<file path="src/rtl/vfx_pkg.sv">
package vfx_pkg;
  typedef enum logic [1:0] {
    ST_IDLE  = 2'd0,
    ST_VPRE  = 2'd1,
    ST_LOCK  = 2'd2,
    ST_VPOST = 2'd3
  } vfx_state_e;
endpackage

</file>
<file path="src/rtl/vfx_req_slot.sv">
module vfx_req_slot #(
  parameter int W = 8
) (
  input  logic         clk,
  input  logic         rst_n,
  input  logic         push,
  input  logic [W-1:0] push_data,
  input  logic         pop,
  output logic         valid,
  output logic [W-1:0] data
);
  logic         valid_q;
  logic [W-1:0] data_q;

  // A push in the same cycle as a pop wins, so the newest target is kept.
  always_ff @(posedge clk) begin
    if (!rst_n) begin
      valid_q <= 1'b0;
      data_q  <= '0;
    end else begin
      if (push) begin
        valid_q <= 1'b1;
        data_q  <= push_data;
      end else if (pop) begin
        valid_q <= 1'b0;
      end
    end
  end

  assign valid = valid_q;
  assign data  = data_q;
endmodule

</file>
<file path="src/rtl/vfx_vid_ramp.sv">
module vfx_vid_ramp #(
  parameter int VID_W    = 5,
  parameter int STEP_CYC = 3,
  parameter int RST_VID  = 0
) (
  input  logic             clk,
  input  logic             rst_n,
  input  logic             en,
  input  logic [VID_W-1:0] tgt,
  output logic [VID_W-1:0] vid,
  output logic             at_tgt
);
  logic [VID_W-1:0] vid_q;
  logic             tick;

  assign at_tgt = (vid_q == tgt);

  generate
    if (STEP_CYC <= 1) begin : g_every
      assign tick = 1'b1;
    end else begin : g_div
      localparam int CW = $clog2(STEP_CYC);
      logic [CW-1:0] cnt_q;
      always_ff @(posedge clk) begin
        if (!rst_n)                          cnt_q <= '0;
        else if (!en || at_tgt)              cnt_q <= '0;
        else if (cnt_q == CW'(STEP_CYC - 1)) cnt_q <= '0;
        else                                 cnt_q <= cnt_q + 1'b1;
      end
      assign tick = (cnt_q == CW'(STEP_CYC - 1));
    end
  endgenerate

  always_ff @(posedge clk) begin
    if (!rst_n)
      vid_q <= VID_W'(RST_VID);
    else if (en && !at_tgt && tick)
      vid_q <= (tgt > vid_q) ? vid_q + VID_W'(1) : vid_q - VID_W'(1);
  end

  assign vid = vid_q;
endmodule

</file>
<file path="src/rtl/vfx_lock_watch.sv">
module vfx_lock_watch #(
  parameter int LOCK_MAX = 6
) (
  input  logic clk,
  input  logic rst_n,
  input  logic start,
  input  logic active,
  input  logic lock_ok,
  output logic err
);
  localparam int CW = $clog2(LOCK_MAX + 1);
  logic [CW-1:0] cnt_q;
  logic          err_q;

  // cnt_q holds the number of stall cycles already spent without lock.
  always_ff @(posedge clk) begin
    if (!rst_n) begin
      cnt_q <= '0;
      err_q <= 1'b0;
    end else if (start) begin
      cnt_q <= '0;
      err_q <= 1'b0;
    end else if (active && !lock_ok) begin
      if (cnt_q != CW'(LOCK_MAX))     cnt_q <= cnt_q + 1'b1;
      if (cnt_q == CW'(LOCK_MAX - 1)) err_q <= 1'b1;
    end
  end

  assign err = err_q;
endmodule

</file>
<file path="src/rtl/vfx_sequencer.sv">
module vfx_sequencer #(
  parameter int FREQ_W   = 4,
  parameter int VID_W    = 5,
  parameter int STEP_CYC = 3,
  parameter int LOCK_MAX = 6,
  parameter int RST_FREQ = 0,
  parameter int RST_VID  = 0
) (
  input  logic              clk,
  input  logic              rst_n,
  input  logic              req_valid,
  output logic              req_ready,
  input  logic [FREQ_W-1:0] req_freq,
  input  logic [VID_W-1:0]  req_vid,
  output logic [VID_W-1:0]  vid_out,
  output logic              pll_relock,
  output logic [FREQ_W-1:0] pll_freq,
  input  logic              pll_lock,
  output logic              core_stall,
  output logic              xfer_done,
  output logic              lock_err
);
  import vfx_pkg::*;

  localparam int OP_W = FREQ_W + VID_W;

  vfx_state_e        state_q, state_d;
  logic [FREQ_W-1:0] freq_q, tgt_freq_q, slot_freq, lock_freq;
  logic [VID_W-1:0]  tgt_vid_q, slot_vid;
  logic [OP_W-1:0]   slot_data;
  logic              slot_valid, pop;
  logic              relock_q, done_q;
  logic              enter_lock, finish, accept, ramp_en, at_tgt;

  assign req_ready = 1'b1;

  vfx_req_slot #(.W(OP_W)) u_slot (
    .clk       (clk),
    .rst_n     (rst_n),
    .push      (req_valid),
    .push_data ({req_freq, req_vid}),
    .pop       (pop),
    .valid     (slot_valid),
    .data      (slot_data)
  );

  assign {slot_freq, slot_vid} = slot_data;
  assign pop = (state_q == ST_IDLE) && slot_valid;

  assign ramp_en = (state_q == ST_VPRE) || (state_q == ST_VPOST);

  vfx_vid_ramp #(.VID_W(VID_W), .STEP_CYC(STEP_CYC), .RST_VID(RST_VID)) u_ramp (
    .clk    (clk),
    .rst_n  (rst_n),
    .en     (ramp_en),
    .tgt    (tgt_vid_q),
    .vid    (vid_out),
    .at_tgt (at_tgt)
  );

  // The lock level is not trusted in the cycle of the relock pulse itself.
  assign accept = (state_q == ST_LOCK) && pll_lock && !relock_q;

  vfx_lock_watch #(.LOCK_MAX(LOCK_MAX)) u_watch (
    .clk     (clk),
    .rst_n   (rst_n),
    .start   (enter_lock),
    .active  (state_q == ST_LOCK),
    .lock_ok (accept),
    .err     (lock_err)
  );

  always_comb begin
    state_d    = state_q;
    enter_lock = 1'b0;
    finish     = 1'b0;
    unique case (state_q)
      ST_IDLE: begin
        if (slot_valid) begin
          if (slot_freq > freq_q) begin
            state_d = ST_VPRE;
          end else if (slot_freq < freq_q) begin
            state_d    = ST_LOCK;
            enter_lock = 1'b1;
          end else if (slot_vid != vid_out) begin
            state_d = ST_VPOST;
          end else begin
            finish = 1'b1;
          end
        end
      end
      ST_VPRE: begin
        if (at_tgt) begin
          state_d    = ST_LOCK;
          enter_lock = 1'b1;
        end
      end
      ST_LOCK: begin
        if (accept) begin
          if (at_tgt) begin
            state_d = ST_IDLE;
            finish  = 1'b1;
          end else begin
            state_d = ST_VPOST;
          end
        end
      end
      ST_VPOST: begin
        if (at_tgt) begin
          state_d = ST_IDLE;
          finish  = 1'b1;
        end
      end
      default: state_d = ST_IDLE;
    endcase
  end

  assign lock_freq = (state_q == ST_IDLE) ? slot_freq : tgt_freq_q;

  always_ff @(posedge clk) begin
    if (!rst_n) begin
      state_q    <= ST_IDLE;
      freq_q     <= FREQ_W'(RST_FREQ);
      tgt_freq_q <= FREQ_W'(RST_FREQ);
      tgt_vid_q  <= VID_W'(RST_VID);
      relock_q   <= 1'b0;
      done_q     <= 1'b0;
    end else begin
      state_q  <= state_d;
      relock_q <= enter_lock;
      done_q   <= finish;
      if (pop) begin
        tgt_freq_q <= slot_freq;
        tgt_vid_q  <= slot_vid;
      end
      if (enter_lock) freq_q <= lock_freq;
    end
  end

  assign pll_relock = relock_q;
  assign pll_freq   = freq_q;
  assign core_stall = (state_q == ST_LOCK);
  assign xfer_done  = done_q;
endmodule

</file>
<file path="config.mk">
export PLATFORM = sky130hd
export DESIGN_NAME = vfx_sequencer
export DESIGN_NICKNAME = d
export VERILOG_FILES = /design/src/rtl/vfx_pkg.sv /design/src/rtl/vfx_req_slot.sv /design/src/rtl/vfx_vid_ramp.sv /design/src/rtl/vfx_lock_watch.sv /design/src/rtl/vfx_sequencer.sv
export SDC_FILE = /design/constraint.sdc
export NUM_CORES = 1
export LEC_CHECK = 0
export BUFFER_PORTS_ARGS = -buffer_cell sky130_fd_sc_hd__buf_2
export CORE_ASPECT_RATIO = 0.5
export CORE_MARGIN = 3
export CORE_UTILIZATION = 60
export DETAILED_ROUTE_END_ITERATION = 10
export PLACE_DENSITY = 0.83
export SLEW_MARGIN = 20
export SYNTH_ARGS = -nofsm -noshare
export SYNTH_HDL_FRONTEND = slang
export SYNTH_SLANG_ARGS = --single-unit
</file>
<file path="constraint.sdc">
create_clock -name clk -period 4.3 [get_ports clk]
set_input_delay 0 -clock clk [delete_from_list [all_inputs] [get_ports clk]]
set_output_delay 0 -clock clk [all_outputs]
set_load 0.005 [all_outputs]
</file>
==> qor.csv, run 1 <==
stage;metric;value;unit
global_route;overflow left after global routing;0;
floorplan;chip width;87.9;um
flow_run;max cap viols;0;
sta;part of the cycle the worst path needs;70.1;%
sta;max frequency;0.332;GHz
logic_synthesis;synth top area cells;dfxtp_1, ha_1, mux2i_1, nand2_1, nor2_1;
logic_synthesis;top cells by count, synth;dfxtp_1, nand2_1, nor2_1;
setup_path;slowest stage delay, CP;440;ps
logic_synthesis;post-synth top area cell;dfxtp_1;
sta;TNS Setup;0;ps
clocking;Clock Path Buffers;2;
pwr;Peak VDD IR;0.170;mV
logic_synthesis;sequential-to-total area share from yosys stat;37.8;%
setup_path;Worst EP required;4530;ps
floorplan;Die Area;4130;um^2
cells_and_area;post-route design area;2320;um^2
global_route;vias in the first global route;1503;
logic_synthesis;synthesized area per cell;8.99;um^2
outcome;status;completed;
setup_path;worst path bufs/invs;1;
cells_and_area;diode count;0;
detailed_routing;DRC;0;
clocking;clk sink count;38;
setup_path;CP Capture Type;flip-flop;
floorplan;FP Rows;14;
sta;Slew HR;66.2;%
detailed_routing;drt wl/cell;14.4;um
global_route;largest net degree at the start of global routing;30;
clocking;Setup Fix Bufs, Post-CTS;0;
logic_synthesis;Synth cell types;48;
cells_and_area;ratio of cells with drive above 1 in the final layout;16.7;%
sta;crit path time final;3010;ps
placed_design;area post-placement;2140;um^2
clocking;CTS tree;yes;
global_route;initial antenna violation count;0;
logic_synthesis;Synthesized Nets;255;
clocking;worst-skew pair later-pin latency;290;ps
sta;worst hold slack;21.4;ps
logic_synthesis;post-synth top area share;37.8;%
detailed_routing;vias per inst;5.53;
logic_synthesis;Cells after Synth;224;
detailed_routing;via count;1643;
sta;setup ws final;1290;ps
global_route;GRT Util Overall;22.5;%
floorplan;Die Y-Extent;47.0;um
logic_synthesis;#FFs+latches synth;38;
sta;Setup Viol. Count Final;0;
clocking;# H-tree levels;2;
pwr;leak pwr;1.04;nW
logic_synthesis;number of enable flip-flop cells after synthesis;0;
global_route;M2 GR Usage;36.2;%
setup_path;worst path arrival time;3240;ps
setup_path;CP delay by family, top;simple AND/OR/NAND/NOR gates;
floorplan;initial core utilization;65.0;%
global_route;routing usage on met1;29.5;%
clocking;CTS clk-pin slew, worst paths;70;ps
sta;unrepaired setup endpoints after global routing;false;
logic_synthesis;Synth Flop Type;dfxtp_1;
global_route;GR Util met3;5.60;%
detailed_routing;Total Routed Length;4.29;mm
sta;max-slew violation count;0;
clocking;Post-CTS Resized;0;
placed_design;DP HPWL;3.07;mm
clocking;cts bufs inserted;5;
cells_and_area;Area growth, synth to finish;15.1;%
sta;clk_skew;5.98;ps
setup_path;crit-path max FO;6;
placed_design;pre-CTS setup slack;1330;ps
placed_design;IO buf count;25;
cells_and_area;Total Nets Final;287;
logic_synthesis;post-synthesis instance area;2010;um^2
cells_and_area;# fillers;240;
sta;final hold viol count;0;
setup_path;Slowest cell on crit path;dfxtp_1;
floorplan;IO Pins;27;
detailed_routing;1st-iter DRT viols;85;
logic_synthesis;ys async rst share;0;%
global_route;global-route wire length before repair;6.90;mm
placed_design;Placer Congestion;0.896;
detailed_routing;Final ANT Viol Nets;0;
setup_path;kind of critical path;flip-flop to flip-flop;
clocking;clock root buffer;clkbuf_8;
setup_path;CP Launch Type;flip-flop;
floorplan;Core Region;3100;um^2
detailed_routing;drt first pass iters;4;
pwr;PD cells;404;nW/um^2
setup_path;cell breakdown of the critical path;inv_1, ha_1, a21oi_1, o221ai_1, a21oi_1, or2_1, ha_1, nor2b_1, o21a_1, or4_1, mux2i_1, mux2i_1;
sta;Worst-Margin Slew;506;ps
logic_synthesis;most numerous cell in the Yosys netlist;dfxtp_1;
hold_path;HP Class;input port to flip-flop;
logic_synthesis;yosys warns;0;
global_route;gr busiest metal;met2;
-- registers in the layout (all words and copies together) (netlist names) --
name	flops
u_ramp.g_div.cnt_q	2
u_slot.data	9
pll_relock	1
state_q	2
u_watch.err	1
u_watch.cnt_q	3
xfer_done	1
u_slot.valid	1
tgt_vid_q	5
tgt_freq_q	4
pll_freq	4
u_ramp.vid	5
-- stage by stage --
step / util, % / total power, W / instances
global placement: 68.9 / 0.000664 / 280
CTS: 74.8 / 0.000934 / 297
global route: 74.8 / 0.000982 / 297
detailed placement: 68.9 / 0.000674 / 280
floorplan: - / 0.000626 / 224
finish: 74.8 / 0.000937 / 297
-- metal layers --
layer / up-vias / part of all wire, %
li1: 824 / -
met1: 761 / 48
met2: 47 / 44
met3: 11 / 5.5
met4: 0 / 2.3
met5: - / 0
-- where the power goes --
group / total (W) / leakage, nW / switching [W] / internal (W)
logic: 0.000258 / 0.685 / 0.000150 / 0.000108
registers: 0.000422 / 0.309 / 0.0000401 / 0.000382
clock network: 0.000257 / 0.0482 / 0.000128 / 0.000129
-- final cells by class --
type,count,area (um^2),share of cell area (%)
inverters,21,78.8,3.40
repair buffers,34,215,9.28
well taps,40,50.0,2.16
flip-flops and latches,38,761,32.8
multi-input cells,156,1120,48.4
clock buffers,7,86.3,3.72
clock inverters,1,5.00,0.216
-- worst reg2reg max path, stage by stage (launching register included) --
cell	delay, ps
dfxtp_1	440
inv_1	70
ha_1	330
a21oi_1	170
o221ai_1	140
a21oi_1	220
or2_1	240
ha_1	280
nor2b_1	130
o21a_1	170
or4_1	390
mux2i_1	180
mux2i_1	190
-- placed cells by master (no fill, tap or decap), types with 2 or more instances in the layout --
master | synthesis | routed
o21ai_0 | 3 | 3
a21oi_1 | 13 | 13
mux2i_1 | 17 | 17
buf_2 | 3 | 25
nor2b_1 | 3 | 3
nor2_1 | 24 | 24
inv_1 | 19 | 19
dfxtp_1 | 38 | 38
xnor2_1 | 3 | 3
or4_1 | 2 | 2
nand2_1 | 24 | 24
o211ai_1 | 2 | 2
o21ai_1 | 3 | 3
clkbuf_8 | 0 | 6
nand3_1 | 4 | 4
ha_1 | 17 | 17
nand2_4 | 2 | 2
inv_2 | 2 | 2
o22ai_1 | 4 | 4
nor4_1 | 3 | 3
dlygate4sd3_1 | 0 | 9
xor2_1 | 7 | 7
nor3_1 | 2 | 2
-- worst paths after layout --
path | slack [ps] | from | to | cells after the start
hold / removal | 20 | rst_n | u_ramp.vid[4] | 3
setup reg to reg | 1290 | u_ramp.vid[2] | u_ramp.vid[4] | 12
hold reg to reg | 430 | u_ramp.g_div.cnt_q[0] | u_ramp.g_div.cnt_q[0] | 1
setup / recovery | 1290 | u_ramp.vid[2] | u_ramp.vid[4] | 12
-- cell families after synthesis --
| group | Yosys count | synth area share [%] |
|---|---|---|
| other cells | 1 | 0.186 |
| mux | 18 | 9.01 |
| flops | 38 | 37.8 |
| simple gates | 71 | 16.8 |
| compound gates | 38 | 13.9 |
| fa+ha+maj | 18 | 11.6 |
| buf+inv | 30 | 6.52 |
| xor+xnor | 10 | 4.35 |
-- timing repair --
item	CTS	global route
hold buffers	9	0
setup endpoints to repair	0	0
endpoints found under the hold margin	9	0
Power figures use the tool's default switching activity.
==> run 2, diff against run 1 <==
- CORE_UTILIZATION: 60 -> 51
- PLACE_DENSITY: 0.83 -> 0.75
- clock period: 4.3 -> 2.75 ns (I/O delays scaled with it)
==> run 2 against run 1 <==
Against the previous run: power rose by 83%; die area rose by 16%; combinational power rose by 77%; sequential cell count did not move; routed wire length rose by 15%; largest cell class unchanged; largest power group unchanged.
==> qor.csv, run 2 (synthesis results as in run 1) <==
stage;metric;value;unit;change
global_route;largest net degree at the start of global routing;30;;unchanged
setup_path;CP delay by family, top;simple AND/OR/NAND/NOR gates;;
global_route;initial antenna violation count;0;;unchanged
cells_and_area;Storage cell area;766;um^2;+0.66%
clocking;# H-tree levels;2;;unchanged
hold_path;HP Class;input port to flip-flop;;
pwr;leak pwr;1.13;nW;+8.2%
cells_and_area;commonest non-fill, non-tap cells in the layout;dfxtp_1, buf_2, nand2_1;;
placed_design;IO buf count;25;;unchanged
cells_and_area;ratio of cells with drive above 1 in the final layout;27.1;%;+10 points
detailed_routing;DRC;0;;unchanged
setup_path;R2R setup slack;30;ps;-1260 ps
clocking;Clock Path Buffers;2;;unchanged
setup_path;CP Capture Type;flip-flop;;
global_route;global-route wire length before repair;7.80;mm;+13%
pwr;PD cells;673;nW/um^2;+67%
clocking;clk sink count;38;;unchanged
floorplan;FP Rows;15;;+1
setup_path;kind of critical path;flip-flop to flip-flop;;
floorplan;Die Area;4790;um^2;+16%
setup_path;Slowest cell on crit path;or4_1;;
cells_and_area;most common cell after layout, fill and taps aside;dfxtp_1;;
cells_and_area;post-layout util;70.7;%;-4.0 points
detailed_routing;Total Routed Length;4.94;mm;+15%
clocking;CTS tree;yes;;
sta;Slew HR;62.5;%;-3.7 points
floorplan;chip width;94.9;um;+7.9%
setup_path;cell breakdown of the critical path;inv_2, ha_4, nand3_2, o221ai_2, a21oi_2, or2_4, ha_4, nor2b_1, o21a_1, or4_1, mux2i_1, mux2i_1;;
placed_design;Placer Congestion;0.877;;-2.1%
cells_and_area;area of the multi-input gates;1210;um^2;+7.9%
cells_and_area;max reg flops;9;;unchanged
sta;final hold viol count;0;;unchanged
sta;part of the cycle the worst path needs;99.0;%;+29 points
cells_and_area;Area growth, synth to finish;26.5;%;
sta;crit path time final;2720;ps;-289 ps
sta;Worst-Margin Slew;561;ps;+55.1 ps
cells_and_area;final cell count without fillers;317;;+6.7%
cells_and_area;# fillers;277;;+15%
floorplan;IO Pins;27;;unchanged
setup_path;CP Launch Type;flip-flop;;
placed_design;area post-placement;2210;um^2;+3.3%
sta;clk_skew;8.20;ps;+2.22 ps
detailed_routing;Final ANT Viol Nets;0;;unchanged
sta;max-slew violation count;0;;unchanged
cells_and_area;post-route design area;2550;um^2;+9.9%
detailed_routing;drt first pass iters;4;;unchanged
global_route;GRT Util Overall;21.6;%;-0.85 points
clocking;worst-skew pair later-pin latency;300;ps;about the same
cells_and_area;Total Nets Final;296;;+3.1%
floorplan;initial core utilization;55.9;%;-9.1 points
detailed_routing;1st-iter DRT viols;73;;-14%
placed_design;pre-CTS setup slack;-5.73;ps;-1340 ps
placed_design;DP HPWL;3.16;mm;+2.7%
outcome;status;completed;;
placed_design;Inst Count DP;298;;+6.4%
detailed_routing;via count;1678;;+2.1%
pwr;Peak VDD IR;0.435;mV;+160%
sta;max frequency;0.367;GHz;+11%
sta;unrepaired setup endpoints after global routing;true;;
sta;worst hold slack;23.7;ps;+2.27 ps
floorplan;Core Region;3600;um^2;+16%
global_route;overflow left after global routing;0;;unchanged
cells_and_area;diode count;0;;unchanged
floorplan;Die Y-Extent;50.4;um;+7.4%
setup_path;slowest stage delay, CP;410;ps;-30 ps
clocking;CTS clk-pin slew, worst paths;80;ps;about the same
sta;setup ws final;26.6;ps;-1260 ps
sta;Setup Viol. Count Final;0;;unchanged
setup_path;worst path bufs/invs;1;;unchanged
clocking;clock root buffer;clkbuf_8;;
setup_path;crit-path max FO;3;;-3
detailed_routing;drt wl/cell;15.6;um;+7.9%
global_route;vias in the first global route;1634;;+8.7%
detailed_routing;vias per inst;5.29;;-4.3%
setup_path;worst path arrival time;2950;ps;-290 ps
setup_path;Worst EP required;2980;ps;-1550 ps
clocking;cts bufs inserted;5;;unchanged
flow_run;max cap viols;0;;unchanged
run 2: final cells by class:
cell class                      instances  share of cell area, %
Tap cell                               51                   2.50
Clock buffer                            6                   3.24
Clock inverter                          2                   2.36
Multi-Input combinational cell        156                   47.5
Timing Repair Buffer                   43                   11.2
Sequential cell                        38                   30.0
Inverter                               21                   3.09
run 2: final timing paths:
kind	from	endpoint	depth (start not counted)
max	u_ramp.vid[1]	u_ramp.vid[4]	12
min	rst_n	u_ramp.vid[4]	3
max reg2reg	u_ramp.vid[1]	u_ramp.vid[4]	12
min reg2reg	u_ramp.g_div.cnt_q[0]	u_ramp.g_div.cnt_q[0]	1
run 2: timing repair:
item                       CTS  global route
setup buffers                1             1
hold endpoints to repair     9             0
setup endpoints to repair    1             1
hold buffers                 9             0
cloned                       0             0
gates resized for setup      6            11
pin swaps                    3             4
run 2: metrics by stage:
step / total power (W) / setup TNS [ps]
after floorplan: 0.000979 / 0
after global placement: 0.00105 / 0
after detailed placement: 0.00108 / -5.73
after CTS: 0.00170 / 0
after global routing: 0.00180 / -88.2
final: 0.00172 / 0
run 2: power breakdown:
| part | internal, W | total, W | leakage (nW) | switching [W] |
|---|---|---|---|---|
| registers | 0.000596 | 0.000663 | 0.311 | 0.0000669 |
| logic | 0.000203 | 0.000457 | 0.745 | 0.000254 |
| clock network | 0.000387 | 0.000595 | 0.0714 | 0.000208 |
| total | 0.00119 | 0.00172 | 1.13 | 0.000529 |
run 2: metal layers:
layer / share of wire, % / global-route usage [%]
met4: 0.53 / 6.22
met1: 47 / 27.9
met2: 48 / 35.8
met3: 4.7 / 5.54
met5: 0 / 0
run 2: worst reg2reg max path: cells and delay by family, from the launching register on:
kind,cells,cell delay (ps)
AO/OA/AOI/OAI,3,450
adder cells (fa/ha/maj),2,510
buffers and inverters,1,60
flip-flops,1,350
multiplexers,2,380
AND/OR/NAND/NOR,4,900
==> run 3, diff against run 2 <==
- CORE_UTILIZATION: 51 -> 53
- CTS_BUF_LIST: default -> sky130_fd_sc_hd__clkbuf_4 sky130_fd_sc_hd__clkbuf_8
- PLACE_DENSITY: 0.75 -> 0.77
==> run 3 against run 2 <==
Against the previous run: the run now ends with negative hold slack, negative setup slack left; die area is 3.4% lower; final area is 2.7% lower; clock skew grew 6.4 ps; register-to-register slack got worse by 40 ps; critical path type unchanged; critical endpoint unchanged; highest routed layer unchanged.
==> qor.csv, run 3 (synthesis results as in run 1) <==
stage;metric;value;unit;change
outcome;status;finished with violations;;
outcome;violated checks;negative hold slack, negative setup slack;;
setup_path;CP Capture Type;flip-flop;;
cells_and_area;area of the multi-input gates;1200;um^2;-0.52%
detailed_routing;via count;1778;;+6.0%
clocking;clk sink count;38;;unchanged
placed_design;DP HPWL;3.20;mm;+1.5%
placed_design;Placer Congestion;0.893;;+1.8%
sta;final hold viol count;2;;+2
setup_path;worst path bufs/invs;1;;unchanged
cells_and_area;Storage cell area;766;um^2;unchanged
setup_path;Worst EP required;2990;ps;about the same
sta;worst hold slack;-5.48;ps;-29.1 ps
clocking;Clock Path Buffers;2;;unchanged
detailed_routing;drt wl/cell;16.0;um;+2.6%
cells_and_area;# fillers;257;;-7.2%
sta;Slew HR;63.0;%;+0.47 points
global_route;GRT Util Overall;23.4;%;+1.8 points
detailed_routing;1st-iter DRT viols;113;;+55%
cells_and_area;commonest non-fill, non-tap cells in the layout;dfxtp_1, buf_2, nand2_1;;
pwr;leak pwr;1.10;nW;-2.1%
hold_path;HP Class;input port to flip-flop;;
placed_design;IO buf count;25;;unchanged
detailed_routing;DRC;0;;unchanged
global_route;overflow left after global routing;0;;unchanged
pwr;PD cells;612;nW/um^2;-9.1%
detailed_routing;Final ANT Viol Nets;0;;unchanged
sta;Worst-Margin Slew;554;ps;-7.05 ps
global_route;initial antenna violation count;0;;unchanged
setup_path;crit-path max FO;3;;unchanged
cells_and_area;post-route design area;2480;um^2;-2.7%
clocking;CTS clk-pin slew, worst paths;90;ps;about the same
clocking;worst-skew pair later-pin latency;300;ps;about the same
cells_and_area;diode count;0;;unchanged
setup_path;R2R setup slack;-20;ps;-40 ps
cells_and_area;ratio of cells with drive above 1 in the final layout;26.4;%;-0.65 points
global_route;largest net degree at the start of global routing;30;;unchanged
setup_path;slowest stage delay, CP;440;ps;+30 ps
detailed_routing;vias per inst;5.63;;+6.3%
global_route;vias in the first global route;1807;;+11%
setup_path;CP Launch Type;flip-flop;;
cells_and_area;Total Nets Final;295;;-0.34%
clocking;# H-tree levels;2;;unchanged
floorplan;FP Rows;15;;unchanged
floorplan;Core Region;3550;um^2;-1.6%
clocking;cts bufs inserted;5;;unchanged
flow_run;max cap viols;0;;unchanged
cells_and_area;max reg flops;9;;unchanged
clocking;CTS tree;yes;;
floorplan;chip width;93.2;um;-1.8%
pwr;Peak VDD IR;0.212;mV;-51%
setup_path;kind of critical path;flip-flop to flip-flop;;
cells_and_area;Area growth, synth to finish;23.2;%;
clocking;clock root buffer;clkbuf_8;;
cells_and_area;most common cell after layout, fill and taps aside;dfxtp_1;;
placed_design;Inst Count DP;298;;unchanged
sta;max frequency;0.362;GHz;-1.5%
global_route;global-route wire length before repair;8.39;mm;+7.5%
setup_path;Slowest cell on crit path;or4_4;;
detailed_routing;drt first pass iters;5;;+1
floorplan;IO Pins;27;;unchanged
sta;part of the cycle the worst path needs;101;%;+1.5 points
sta;setup ws final;-15.8;ps;-42.5 ps
setup_path;CP delay by family, top;simple AND/OR/NAND/NOR gates;;
sta;unrepaired setup endpoints after global routing;true;;
detailed_routing;Total Routed Length;5.05;mm;+2.3%
sta;clk_skew;14.6;ps;+6.42 ps
cells_and_area;final cell count without fillers;316;;-0.32%
setup_path;cell breakdown of the critical path;inv_2, ha_4, nand3_4, o221ai_2, a21oi_2, or2_1, ha_1, nor2b_1, o21a_1, or4_4, mux2i_4, mux2i_1;;
sta;Setup Viol. Count Final;1;;+1
floorplan;Die Y-Extent;49.6;um;-1.7%
sta;crit path time final;2770;ps;+42.5 ps
placed_design;area post-placement;2210;um^2;unchanged
setup_path;worst path arrival time;3000;ps;+50 ps
floorplan;Die Area;4620;um^2;-3.4%
sta;max-slew violation count;0;;unchanged
cells_and_area;post-layout util;69.9;%;-0.78 points
floorplan;initial core utilization;56.8;%;+0.89 points
-- run 3: final timing paths --
path                         start                     to  cells after the start
max                  u_ramp.vid[1]          u_ramp.vid[4]                     12
min reg2reg  u_ramp.g_div.cnt_q[0]  u_ramp.g_div.cnt_q[0]                      1
min                          rst_n          u_ramp.vid[4]                      3
max reg2reg          u_ramp.vid[1]          u_ramp.vid[4]                     12
-- run 3: per-stage QoR --
stage / worst slack, ps / setup TNS (ps) / total power [W] / hold WS [ps]
2_1_floorplan: 18.4 / 0 / 0.000979 / 147
3_3_place_gp: 97.5 / 0 / 0.00105 / 234
3_5_place_dp: -31.1 / -31.1 / 0.00107 / 248
4_1_cts: -13.0 / -13.0 / 0.00149 / 11.2
5_1_grt: -134 / -134 / 0.00160 / 11.2
6_report: -15.8 / -15.8 / 0.00152 / -5.48
-- run 3: cell type report --
type                            count  share of cell area, %
Clock buffer                        6                   3.33
Clock inverter                      2                  0.504
Inverter                           21                   3.18
Multi-Input combinational cell    156                   48.6
Sequential cell                    38                   30.9
Tap cell                           51                   2.57
Timing Repair Buffer               42                   11.0
-- run 3: repair_timing --
item / in CTS / in global routing
setup buffers: 2 / 0
endpoints found under the hold margin: 8 / 0
hold buffers: 8 / 0
pin swaps: 5 / 4
endpoints found under the setup margin: 1 / 2
gates resized for setup: 9 / 7
-- run 3: power breakdown --
| group | total (W) | switching [W] | internal, W |
|---|---|---|---|
| registers | 0.000664 | 0.0000679 | 0.000597 |
| clock network | 0.000407 | 0.000206 | 0.000202 |
| logic | 0.000447 | 0.000252 | 0.000195 |
-- run 3: routing by layer --
metal	vias up	GRT usage [%]	wire length, um
met5	-	0	0
met4	0	12.2	139
met1	841	28.6	2170
met2	71	38.5	2450
li1	849	-	-
met3	17	5.79	295
-- run 3: worst register-to-register path: stages (launching register included) --
cell	delay [ps]
dfxtp_2	340
inv_2	60
ha_4	280
nand3_4	80
o221ai_2	190
a21oi_2	90
or2_1	260
ha_1	310
nor2b_1	140
o21a_1	170
or4_4	440
mux2i_4	170
mux2i_1	190
